File: src/rtl/vwm_pkg.sv
package vwm_pkg;
    typedef enum logic {
        SLOT_FREE  = 1'b0,
        SLOT_BOUND = 1'b1
    } slot_state_t;
endpackage

File: src/rtl/vwm_slot_table.sv
module vwm_slot_table
    import vwm_pkg::*;
#(
    parameter int NUM_WIN = 2,
    parameter int SLOT_W  = 3,
    parameter int PAGE_W  = 4
) (
    input  logic                           clk,
    input  logic                           rst_n,
    input  logic                           cfg_assign,
    input  logic                           cfg_clear,
    input  logic                           cfg_unmap_all,
    input  logic [SLOT_W-1:0]              cfg_slot,
    input  logic [PAGE_W-1:0]              cfg_page,
    output logic [NUM_WIN-1:0][PAGE_W-1:0] win_page
);
    localparam logic [PAGE_W-1:0] EMPTY_CODE = {PAGE_W{1'b1}};

    for (genvar w = 0; w < NUM_WIN; w++) begin : g_slot
        slot_state_t       state_q, state_d;
        logic [PAGE_W-1:0] page_q, page_d;
        logic              hit_slot;

        assign hit_slot = (cfg_slot == SLOT_W'(w));

        always_ff @(posedge clk) begin
            if (!rst_n) begin
                state_q <= SLOT_FREE;
                page_q  <= EMPTY_CODE;
            end else begin
                state_q <= state_d;
                page_q  <= page_d;
            end
        end

        always_comb begin
            state_d = state_q;
            page_d  = page_q;
            unique case (state_q)
                SLOT_FREE: begin
                    if (!cfg_unmap_all && !(cfg_clear && hit_slot) &&
                        cfg_assign && hit_slot && cfg_page != EMPTY_CODE) begin
                        state_d = SLOT_BOUND;
                        page_d  = cfg_page;
                    end
                end
                SLOT_BOUND: begin
                    if (cfg_unmap_all || (cfg_clear && hit_slot)) begin
                        state_d = SLOT_FREE;
                        page_d  = EMPTY_CODE;
                    end else if (cfg_assign && hit_slot) begin
                        if (cfg_page == EMPTY_CODE) begin
                            state_d = SLOT_FREE;
                            page_d  = EMPTY_CODE;
                        end else begin
                            page_d  = cfg_page;
                        end
                    end
                end
                default: begin
                    state_d = SLOT_FREE;
                    page_d  = EMPTY_CODE;
                end
            endcase
        end

        always_comb begin
            win_page[w] = (state_q == SLOT_BOUND) ? page_q : EMPTY_CODE;
        end
    end

    // an assign to an out-of-range slot leaves the table alone
    p_bad_slot_r6: assert property (@(posedge clk) disable iff (!rst_n)
        (cfg_assign && !cfg_clear && !cfg_unmap_all && cfg_slot >= SLOT_W'(NUM_WIN))
        |=> $stable(win_page));

    // unmap-all leaves every window empty
    p_unmap_all_r9: assert property (@(posedge clk) disable iff (!rst_n)
        cfg_unmap_all |=> (win_page == {NUM_WIN{EMPTY_CODE}}));
endmodule

File: src/rtl/vwm_status.sv
module vwm_status #(
    parameter int BANK_W  = 4,
    parameter int BANK_HI = 2,
    parameter int BANK_LO = 3
) (
    input  logic              clk,
    input  logic              rst_n,
    input  logic              cfg_assign,
    input  logic              cfg_unmap_all,
    input  logic [BANK_W-1:0] cfg_bank,
    output logic [1:0]        bank_status
);
    always_ff @(posedge clk) begin
        if (!rst_n) begin
            bank_status <= 2'b00;
        end else if (cfg_unmap_all) begin
            bank_status <= 2'b00;
        end else if (cfg_assign) begin
            if (cfg_bank == BANK_W'(BANK_HI)) bank_status[1] <= 1'b1;
            if (cfg_bank == BANK_W'(BANK_LO)) bank_status[0] <= 1'b1;
        end
    end

    // status flags only fall through unmap-all
    p_stat_sticky_r7: assert property (@(posedge clk) disable iff (!rst_n)
        !cfg_unmap_all |=> ((bank_status & $past(bank_status)) == $past(bank_status)));

    // unmap-all zeroes the flags
    p_stat_zero_r9: assert property (@(posedge clk) disable iff (!rst_n)
        cfg_unmap_all |=> (bank_status == 2'b00));
endmodule

File: src/rtl/vwm_xlate.sv
module vwm_xlate #(
    parameter int              ADDR_W      = 32,
    parameter int              DATA_W      = 32,
    parameter int              NUM_WIN     = 2,
    parameter int              WIN_BITS    = 17,
    parameter int              PAGE_W      = 4,
    parameter logic [ADDR_W-1:0] REGION_BASE = 32'h0600_0000,
    parameter logic [ADDR_W-1:0] REGION_SPAN = 32'h0100_0000,
    parameter logic [ADDR_W-1:0] TARGET_BASE = 32'h0680_0000
) (
    input  logic                           clk,
    input  logic                           rst_n,
    input  logic [NUM_WIN-1:0][PAGE_W-1:0] win_page,
    input  logic [ADDR_W-1:0]              cpu_addr,
    input  logic                           cpu_re,
    input  logic                           cpu_we,
    output logic [DATA_W-1:0]              cpu_rdata,
    output logic [ADDR_W-1:0]              mem_addr,
    output logic                           mem_hit,
    output logic                           mem_re,
    output logic                           mem_we,
    input  logic [DATA_W-1:0]              mem_rdata
);
    localparam int                SEL_W      = (NUM_WIN > 1) ? $clog2(NUM_WIN) : 1;
    localparam logic [PAGE_W-1:0] EMPTY_CODE = {PAGE_W{1'b1}};
    localparam logic [ADDR_W-1:0] REGION_END = REGION_BASE + REGION_SPAN;

    logic              in_region;
    logic [SEL_W-1:0]  win_sel;
    logic [PAGE_W-1:0] sel_page;
    logic              sel_empty;
    logic [ADDR_W-1:0] offset;

    always_comb begin
        in_region = (cpu_addr >= REGION_BASE) && (cpu_addr < REGION_END);
        win_sel   = cpu_addr[WIN_BITS +: SEL_W];
        sel_page  = win_page[win_sel];
        sel_empty = (sel_page == EMPTY_CODE);
        offset    = {{(ADDR_W-WIN_BITS){1'b0}}, cpu_addr[WIN_BITS-1:0]};
        mem_hit   = !in_region || !sel_empty;
        if (!in_region)
            mem_addr = cpu_addr;
        else if (sel_empty)
            mem_addr = '0;
        else
            mem_addr = TARGET_BASE + (ADDR_W'(sel_page) << WIN_BITS) + offset;
        mem_re    = cpu_re && mem_hit;
        mem_we    = cpu_we && mem_hit;
        cpu_rdata = mem_hit ? mem_rdata : '0;
    end

    // accesses outside the region reach memory untouched
    p_pass_r2: assert property (@(posedge clk) disable iff (!rst_n)
        (cpu_addr < REGION_BASE || cpu_addr >= REGION_END)
        |-> (mem_addr == cpu_addr && mem_we == cpu_we && mem_re == cpu_re));

    // an empty window yields no strobe and zero read data
    p_drop_r5: assert property (@(posedge clk) disable iff (!rst_n)
        !mem_hit |-> (!mem_we && !mem_re && cpu_rdata == '0));
endmodule

File: src/rtl/vram_window_mapper.sv
module vram_window_mapper #(
    parameter int              ADDR_W      = 32,
    parameter int              DATA_W      = 32,
    parameter int              NUM_WIN     = 2,
    parameter int              WIN_BITS    = 17,
    parameter int              SLOT_W      = 3,
    parameter int              BANK_W      = 4,
    parameter int              PAGE_W      = 4,
    parameter int              BANK_HI     = 2,
    parameter int              BANK_LO     = 3,
    parameter logic [ADDR_W-1:0] REGION_BASE = 32'h0600_0000,
    parameter logic [ADDR_W-1:0] REGION_SPAN = 32'h0100_0000,
    parameter logic [ADDR_W-1:0] TARGET_BASE = 32'h0680_0000
) (
    input  logic              clk,
    input  logic              rst_n,
    input  logic              cfg_assign,
    input  logic              cfg_clear,
    input  logic              cfg_unmap_all,
    input  logic [SLOT_W-1:0] cfg_slot,
    input  logic [BANK_W-1:0] cfg_bank,
    input  logic [PAGE_W-1:0] cfg_page,
    output logic [1:0]        bank_status,
    input  logic [ADDR_W-1:0] cpu_addr,
    input  logic              cpu_re,
    input  logic              cpu_we,
    input  logic [DATA_W-1:0] cpu_wdata,
    output logic [DATA_W-1:0] cpu_rdata,
    output logic [ADDR_W-1:0] mem_addr,
    output logic              mem_hit,
    output logic              mem_re,
    output logic              mem_we,
    output logic [DATA_W-1:0] mem_wdata,
    input  logic [DATA_W-1:0] mem_rdata
);
    logic [NUM_WIN-1:0][PAGE_W-1:0] win_page;

    vwm_slot_table #(.NUM_WIN(NUM_WIN), .SLOT_W(SLOT_W), .PAGE_W(PAGE_W)) u_table (
        .clk(clk), .rst_n(rst_n), .cfg_assign(cfg_assign), .cfg_clear(cfg_clear),
        .cfg_unmap_all(cfg_unmap_all), .cfg_slot(cfg_slot), .cfg_page(cfg_page),
        .win_page(win_page)
    );

    vwm_status #(.BANK_W(BANK_W), .BANK_HI(BANK_HI), .BANK_LO(BANK_LO)) u_status (
        .clk(clk), .rst_n(rst_n), .cfg_assign(cfg_assign),
        .cfg_unmap_all(cfg_unmap_all), .cfg_bank(cfg_bank), .bank_status(bank_status)
    );

    vwm_xlate #(
        .ADDR_W(ADDR_W), .DATA_W(DATA_W), .NUM_WIN(NUM_WIN), .WIN_BITS(WIN_BITS),
        .PAGE_W(PAGE_W), .REGION_BASE(REGION_BASE), .REGION_SPAN(REGION_SPAN),
        .TARGET_BASE(TARGET_BASE)
    ) u_xlate (
        .clk(clk), .rst_n(rst_n), .win_page(win_page), .cpu_addr(cpu_addr),
        .cpu_re(cpu_re), .cpu_we(cpu_we), .cpu_rdata(cpu_rdata), .mem_addr(mem_addr),
        .mem_hit(mem_hit), .mem_re(mem_re), .mem_we(mem_we), .mem_rdata(mem_rdata)
    );

    assign mem_wdata = cpu_wdata;

    // every mapped access inside the region lands in the target space
    p_target_r4: assert property (@(posedge clk) disable iff (!rst_n)
        (mem_hit && cpu_addr >= REGION_BASE && cpu_addr < REGION_BASE + REGION_SPAN)
        |-> (mem_addr >= TARGET_BASE));
endmodule

File: config.mk
export PLATFORM = sky130hd
export DESIGN_NAME = vram_window_mapper
export DESIGN_NICKNAME = d
export VERILOG_FILES = /design/src/rtl/vwm_pkg.sv /design/src/rtl/vwm_slot_table.sv /design/src/rtl/vwm_status.sv /design/src/rtl/vwm_xlate.sv /design/src/rtl/vram_window_mapper.sv
export SDC_FILE = /design/constraint.sdc
export NUM_CORES = 1
export LEC_CHECK = 0
export BUFFER_PORTS_ARGS = -buffer_cell sky130_fd_sc_hd__buf_2
export CAP_MARGIN = 20
export CORE_AREA = 2 2 83 85
export DETAILED_ROUTE_END_ITERATION = 6
export DIE_AREA = 0 0 85 87
export GPL_TIMING_DRIVEN = 0
export PLACE_DENSITY = 0.65
export SLEW_MARGIN = 40
export SYNTH_ARGS = -nofsm -noshare
export SYNTH_HDL_FRONTEND = slang
export SYNTH_SLANG_ARGS = --single-unit
File: constraint.sdc
create_clock -name clk -period 3 [get_ports clk]
set_input_delay 0.15 -clock clk [delete_from_list [all_inputs] [get_ports clk]]
set_output_delay 0.15 -clock clk [all_outputs]
set_load 0.01 [all_outputs]
==> After elaboration in Yosys (flattened, before gate mapping) <==
Cells that the tools add are included.
W data, S select, Z words.
{ "word_totals": {"reg_bits": 12, "in_bits": 114, "output_inout_bits": 101, "elab_cells": 78} }
{ "classes": {"addsub": 2, "order_cmp": 3, "eq_ne": 10, "n_mux": 25, "bitwise_logic": 3, "reduce_logical": 29} }
{ "op_table": {"columns": ["operator", "n"], "rows": [
  ["$mux W32", 3],
  ["$mux W4", 11],
  ["$add A32 B17 Y32", 1],
  ["$ge A32 B27 Y1 const B", 1],
  ["$lt A32 B27 Y1 const B", 1],
  ["$add A27 B21 Y28 const A", 1],
  ["$pmux W4 S2", 2],
  ["$logic_and A1 B1 Y1", 15],
  ["$eq A4 B2 Y1 const B", 2],
  ["$eq A4 B4 Y1 const B", 2],
  ["$reduce_and A2 Y1", 4],
  ["$mux W1", 7],
  ["$ne A3 B3 Y1 const B", 2],
  ["$logic_not A1 Y1", 5],
  ["$ne A2 B1 Y1 const B", 2],
  ["$ne A4 B4 Y1 const B", 1],
  ["$pmux W1 S2", 2],
  ["$eq A3 B1 Y1 const B", 1],
  ["$logic_not A3 Y1", 1],
  ["$logic_or A1 B1 Y1", 3],
  ["$not A1 Y1", 3],
  ["$lt A1 B2 Y1 const B", 1],
  ["$reduce_or A2 Y1", 1]
]} }

==> Longest topological paths before layout <==
{ "logic_depth": {"ltp_word": 9, "depth_mapped": 7, "depth_no_buf": 4} }

==> By module <==
Synthesis repeated with hierarchy kept, for this count alone.
{ "unflattened": {"cells_unflattened": 220, "hier_area_um2": 1692.9} }
{ "modules_own_cells": {"columns": ["module", "n_inst", "cells_each", "area_per_inst_um2", "seq_area_each_um2"], "rows": [
  ["vwm_slot_table", 1, 87, 718.2, 200.2],
  ["vwm_xlate", 1, 92, 643.1, 0.0],
  ["vram_window_mapper", 1, 32, 240.2, 0.0],
  ["vwm_status", 1, 9, 91.3, 40.0]
]} }

==> Worst setup path before layout <==
No wires, ideal clock.
{ "synth_timing": {"path_kind": "reg2out", "startpoint": "register u_table.g_slot[1].state_q", "endpoint": "output port mem_addr[2]", "arrival_time_ns": 1.366, "required_ns": 2.850, "setup_slack_ns": 1.484, "stages_incl_launch_ff": 7, "path_buffers": 3, "path_cell_list": "dfxtp_1 -> buf_2 -> a32oi_1 -> and4_1 -> buf_6 -> buf_6 -> a21boi_0"} }
{ "synth_via": {"elab_chain_cells": 6} }
{ "synth_lines": {"columns": ["item", "line", "source"], "rows": [
  ["start, declared", "vwm_slot_table.sv:20", "slot_state_t state_q, state_d;"],
  ["start signal, assigned", "vwm_slot_table.sv:31", "state_q <= state_d;"],
  ["$mux W4", "vwm_slot_table.sv:68", "win_page[w] = (state_q == SLOT_BOUND) ? page_q : EMPTY_CODE;"],
  ["$mux W4 (not written as such) (2 in series)", "vwm_xlate.sv:37", "sel_page = win_page[win_sel];"],
  ["$eq A4 B4 Y1", "vwm_xlate.sv:38", "sel_empty = (sel_page == EMPTY_CODE);"],
  ["$mux W32", "vwm_xlate.sv:43", "else if (sel_empty)"],
  ["$mux W32", "vwm_xlate.sv:41", "if (!in_region)"],
  ["end, declared", "vram_window_mapper.sv:29", "output logic [ADDR_W-1:0] mem_addr,"]
]} }
No other way between the ends. The select of a mux whose other input is x is not followed.

==> Final worst setup path <==
{ "layout_timing": {"startpoint": "register u_table.g_slot[1].state_q", "endpoint": "output port cpu_rdata[8]"} }
{ "layout_via": {"elab_chain_cells": 7} }
{ "layout_lines": {"columns": ["item", "line", "source"], "rows": [
  ["$mux W4", "vwm_slot_table.sv:68", null],
  ["$mux W4 (not written as such) (2 in series)", "vwm_xlate.sv:37", null],
  ["$eq A4 B4 Y1", "vwm_xlate.sv:38", null],
  ["$logic_not A1 Y1", "vwm_xlate.sv:40", "mem_hit = !in_region || !sel_empty;"],
  ["$logic_or A1 B1 Y1", "vwm_xlate.sv:40", null],
  ["$mux W32", "vwm_xlate.sv:49", "cpu_rdata = mem_hit ? mem_rdata : '0;"],
  ["end, declared", "vram_window_mapper.sv:28", "output logic [DATA_W-1:0] cpu_rdata,"]
]} }
No other way between the ends. The select of a mux whose other input is x is not followed.

==> run summary <==
setup tns final = 0 ps
post-synth top area share = 20.4%
Syn. warnings = 0
vias in the first global route = 1842
Setup CP Type = reg -> out
final hold viol count = 0
min-delay src = cfg_unmap_all
fin crit period = 2110 ps
RePlAce Congestion = 0.874
routed length per instance = 13.3 µm
Post-Synthesis Cells = 211
Avg Inst Size Synth = 7.50 µm²
Die W = 85 µm
first-iteration detailed-routing DRC count = 61
PortBufs = 180
clock buffer depth = 2
crit path from = u_table.g_slot[1].state_q
Syn Nets = 325
Via density = 4.62
worst min path class = in -> reg
arrival time of the worst setup path = 1960 ps
CTS clk-pin slew, worst paths = 50 ps
Leak = 0.00144 µW
reg2reg start = u_table.g_slot[0].state_q
Yosys cell types = 35
Ant. Diodes = 0
Setup Skew = 2.02 ps
IR drop worst, VDD = 244 µV
root buf cell = clkbuf_8
sequential share of the synthesized area = 15.2%
DR pass1 iterations = 4
Nets = 510
core area = 6570 µm²
fin util = 40.2%
CP Max Fanout = 10
ys flop type = dfxtp_1
Num CTS Buffers = 3
Resized cells post-CTS = 0
status = complete, no violations
Final Max Slew Viols = 0
Clock Latency Late Sink = 240 ps
Post-CTS Repair Setup Buffers = 0
Max-Cap Viols = 0
GRT overflow = 0
Sink Count = 12
fmax = 473 MHz
biggest area consumer among synthesized cells = a21boi_0
Synth Register Bits = 12
Vias = 2196
I/O pins = 215
Async SR Flop Fraction = 0%
CTS tree = built
Synth area leaders = a21boi_0, buf_4, dfxtp_1, nor3_1, a21boi_1
Rel. slew slack = 59.0%
die area = 7400 µm²
Area Growth Syn to Fin = 66.8%
fin crit share = 70.4%
Mapped Area = 1580 µm²
Antenna Violating Nets Remaining = 0
first-pass GRT wire length = 9.18 mm
initial core utilization = 24.1%
Worst setup EP type = output port
Total Routing Usage GR = 15.1%
final wirelength = 6.32 mm
number of hold buffers added after cts = 0
worst-margin pin slew = 611 ps
Pwr Density = 227 nW/µm²
Post-synth EDFFs = 0
unrepaired setup endpoints after global routing = false
initial antenna violation count = 0
Worst EP required = 2850 ps
Final HPWL DP = 5.54 mm
# H-tree levels = 1
layout cell share with drive strength beyond 1 = 61.0%
CP Launch Type = flip-flop
remaining routing DRC violations = 0
pin count of the biggest net entering global routing = 11
DIE HEIGHT = 87 µm
final setup vio count = 0
Cell Rows = 30
[layer usage]
metal	track usage (%)	part of all wire, %	up-vias
met2	26.8	50	116
li1	-	-	1095
met3	2.27	8.6	6
met5	0	0	-
met4	2.16	0.57	0
met1	19.7	41	979
[worst paths after layout]
kind / end / slack (ps) / depth (start not counted)
setup / recovery: cpu_rdata[8] / 890 / 6
hold / removal: u_status.bank_status[1] / 160 / 2
setup reg to reg: u_table.g_slot[0].state_q / 1970 / 3
hold reg to reg: u_status.bank_status[1] / 540 / 2
[metrics by stage]
| stage | setup WS [ps] | std cells | total power [µW] | instance area (µm²) | hold slack (ps) |
|---|---|---|---|---|---|
| final | 888 | 475 | 600 | 2640 | 157 |
| after global routing | 705 | 475 | 637 | 2640 | 173 |
| after CTS | 877 | 475 | 604 | 2640 | 155 |
| after detailed placement | 1140 | 471 | 428 | 2580 | 417 |
| after global placement | 1150 | 471 | 425 | 2580 | 404 |
| after floorplan | 1480 | 211 | 298 | 1580 | 229 |
[placed cells by master, fill, tap and decap left out, types with 4 or more instances in the layout]
master      n
o21ai_2     4
clkbuf_1    9
a21boi_0   43
nor2_1      9
clkbuf_8    4
a21boi_1   10
dfxtp_1    12
inv_1       7
nand2_1     6
a32oi_1     4
buf_4      38
o21ai_0     4
buf_2     185
nor3_1     26
o31ai_1     8
[worst max-delay path: stages, from the launching register on]
cell,delay (ps)
dfxtp_1,290
buf_2,160
a32oi_1,260
and4_1,360
clkbuf_1,300
a21boi_0,170
buf_2,170
[cells by family (layout without fill, tap and decap cells)]
family | after synthesis | count (layout) | synth area share (%)
AOI/OAI and AO/OA | 82 | 82 | 39.6
buffers and inverters | 64 | 248 | 26.4
DFF | 12 | 12 | 15.2
and+or+nand+nor | 53 | 53 | 18.8
[where the power goes]
| group | switching, µW | total (µW) | internal, µW |
|---|---|---|---|
| logic | 119 | 260 | 141 |
| registers | 1.46 | 163 | 162 |
| clock network | 60.2 | 176 | 116 |
[Yosys cell counts, drive strengths merged (2+ instances only)]
| cell type | number |
|---|---|
| nor3 | 26 |
| and4 | 2 |
| buf | 46 |
| a21boi | 53 |
| o21ai | 8 |
| nand2 | 6 |
| nor2b | 2 |
| a41oi | 2 |
| dfxtp | 12 |
| o31ai | 8 |
| nor2 | 10 |
| a32oi | 4 |
| a2111oi | 2 |
| nor3b | 2 |
| clkbuf | 11 |
| inv | 7 |
[registers in the layout, summed over array words and instances (netlist names)]
name / cells
u_table.g_slot.page_q: 8
u_table.g_slot.state_q: 2
u_status.bank_status: 2
[cell type report]
type	instances	area, µm²
Multi-Input combinational cell	135	923
Buffer	57	392
Fill cell	708	3930
Clock buffer	4	55.1
Tap cell	80	100
Inverter	7	26.3
Sequential cell	12	240
Timing Repair Buffer	180	901
Power figures use the tool's default switching activity.
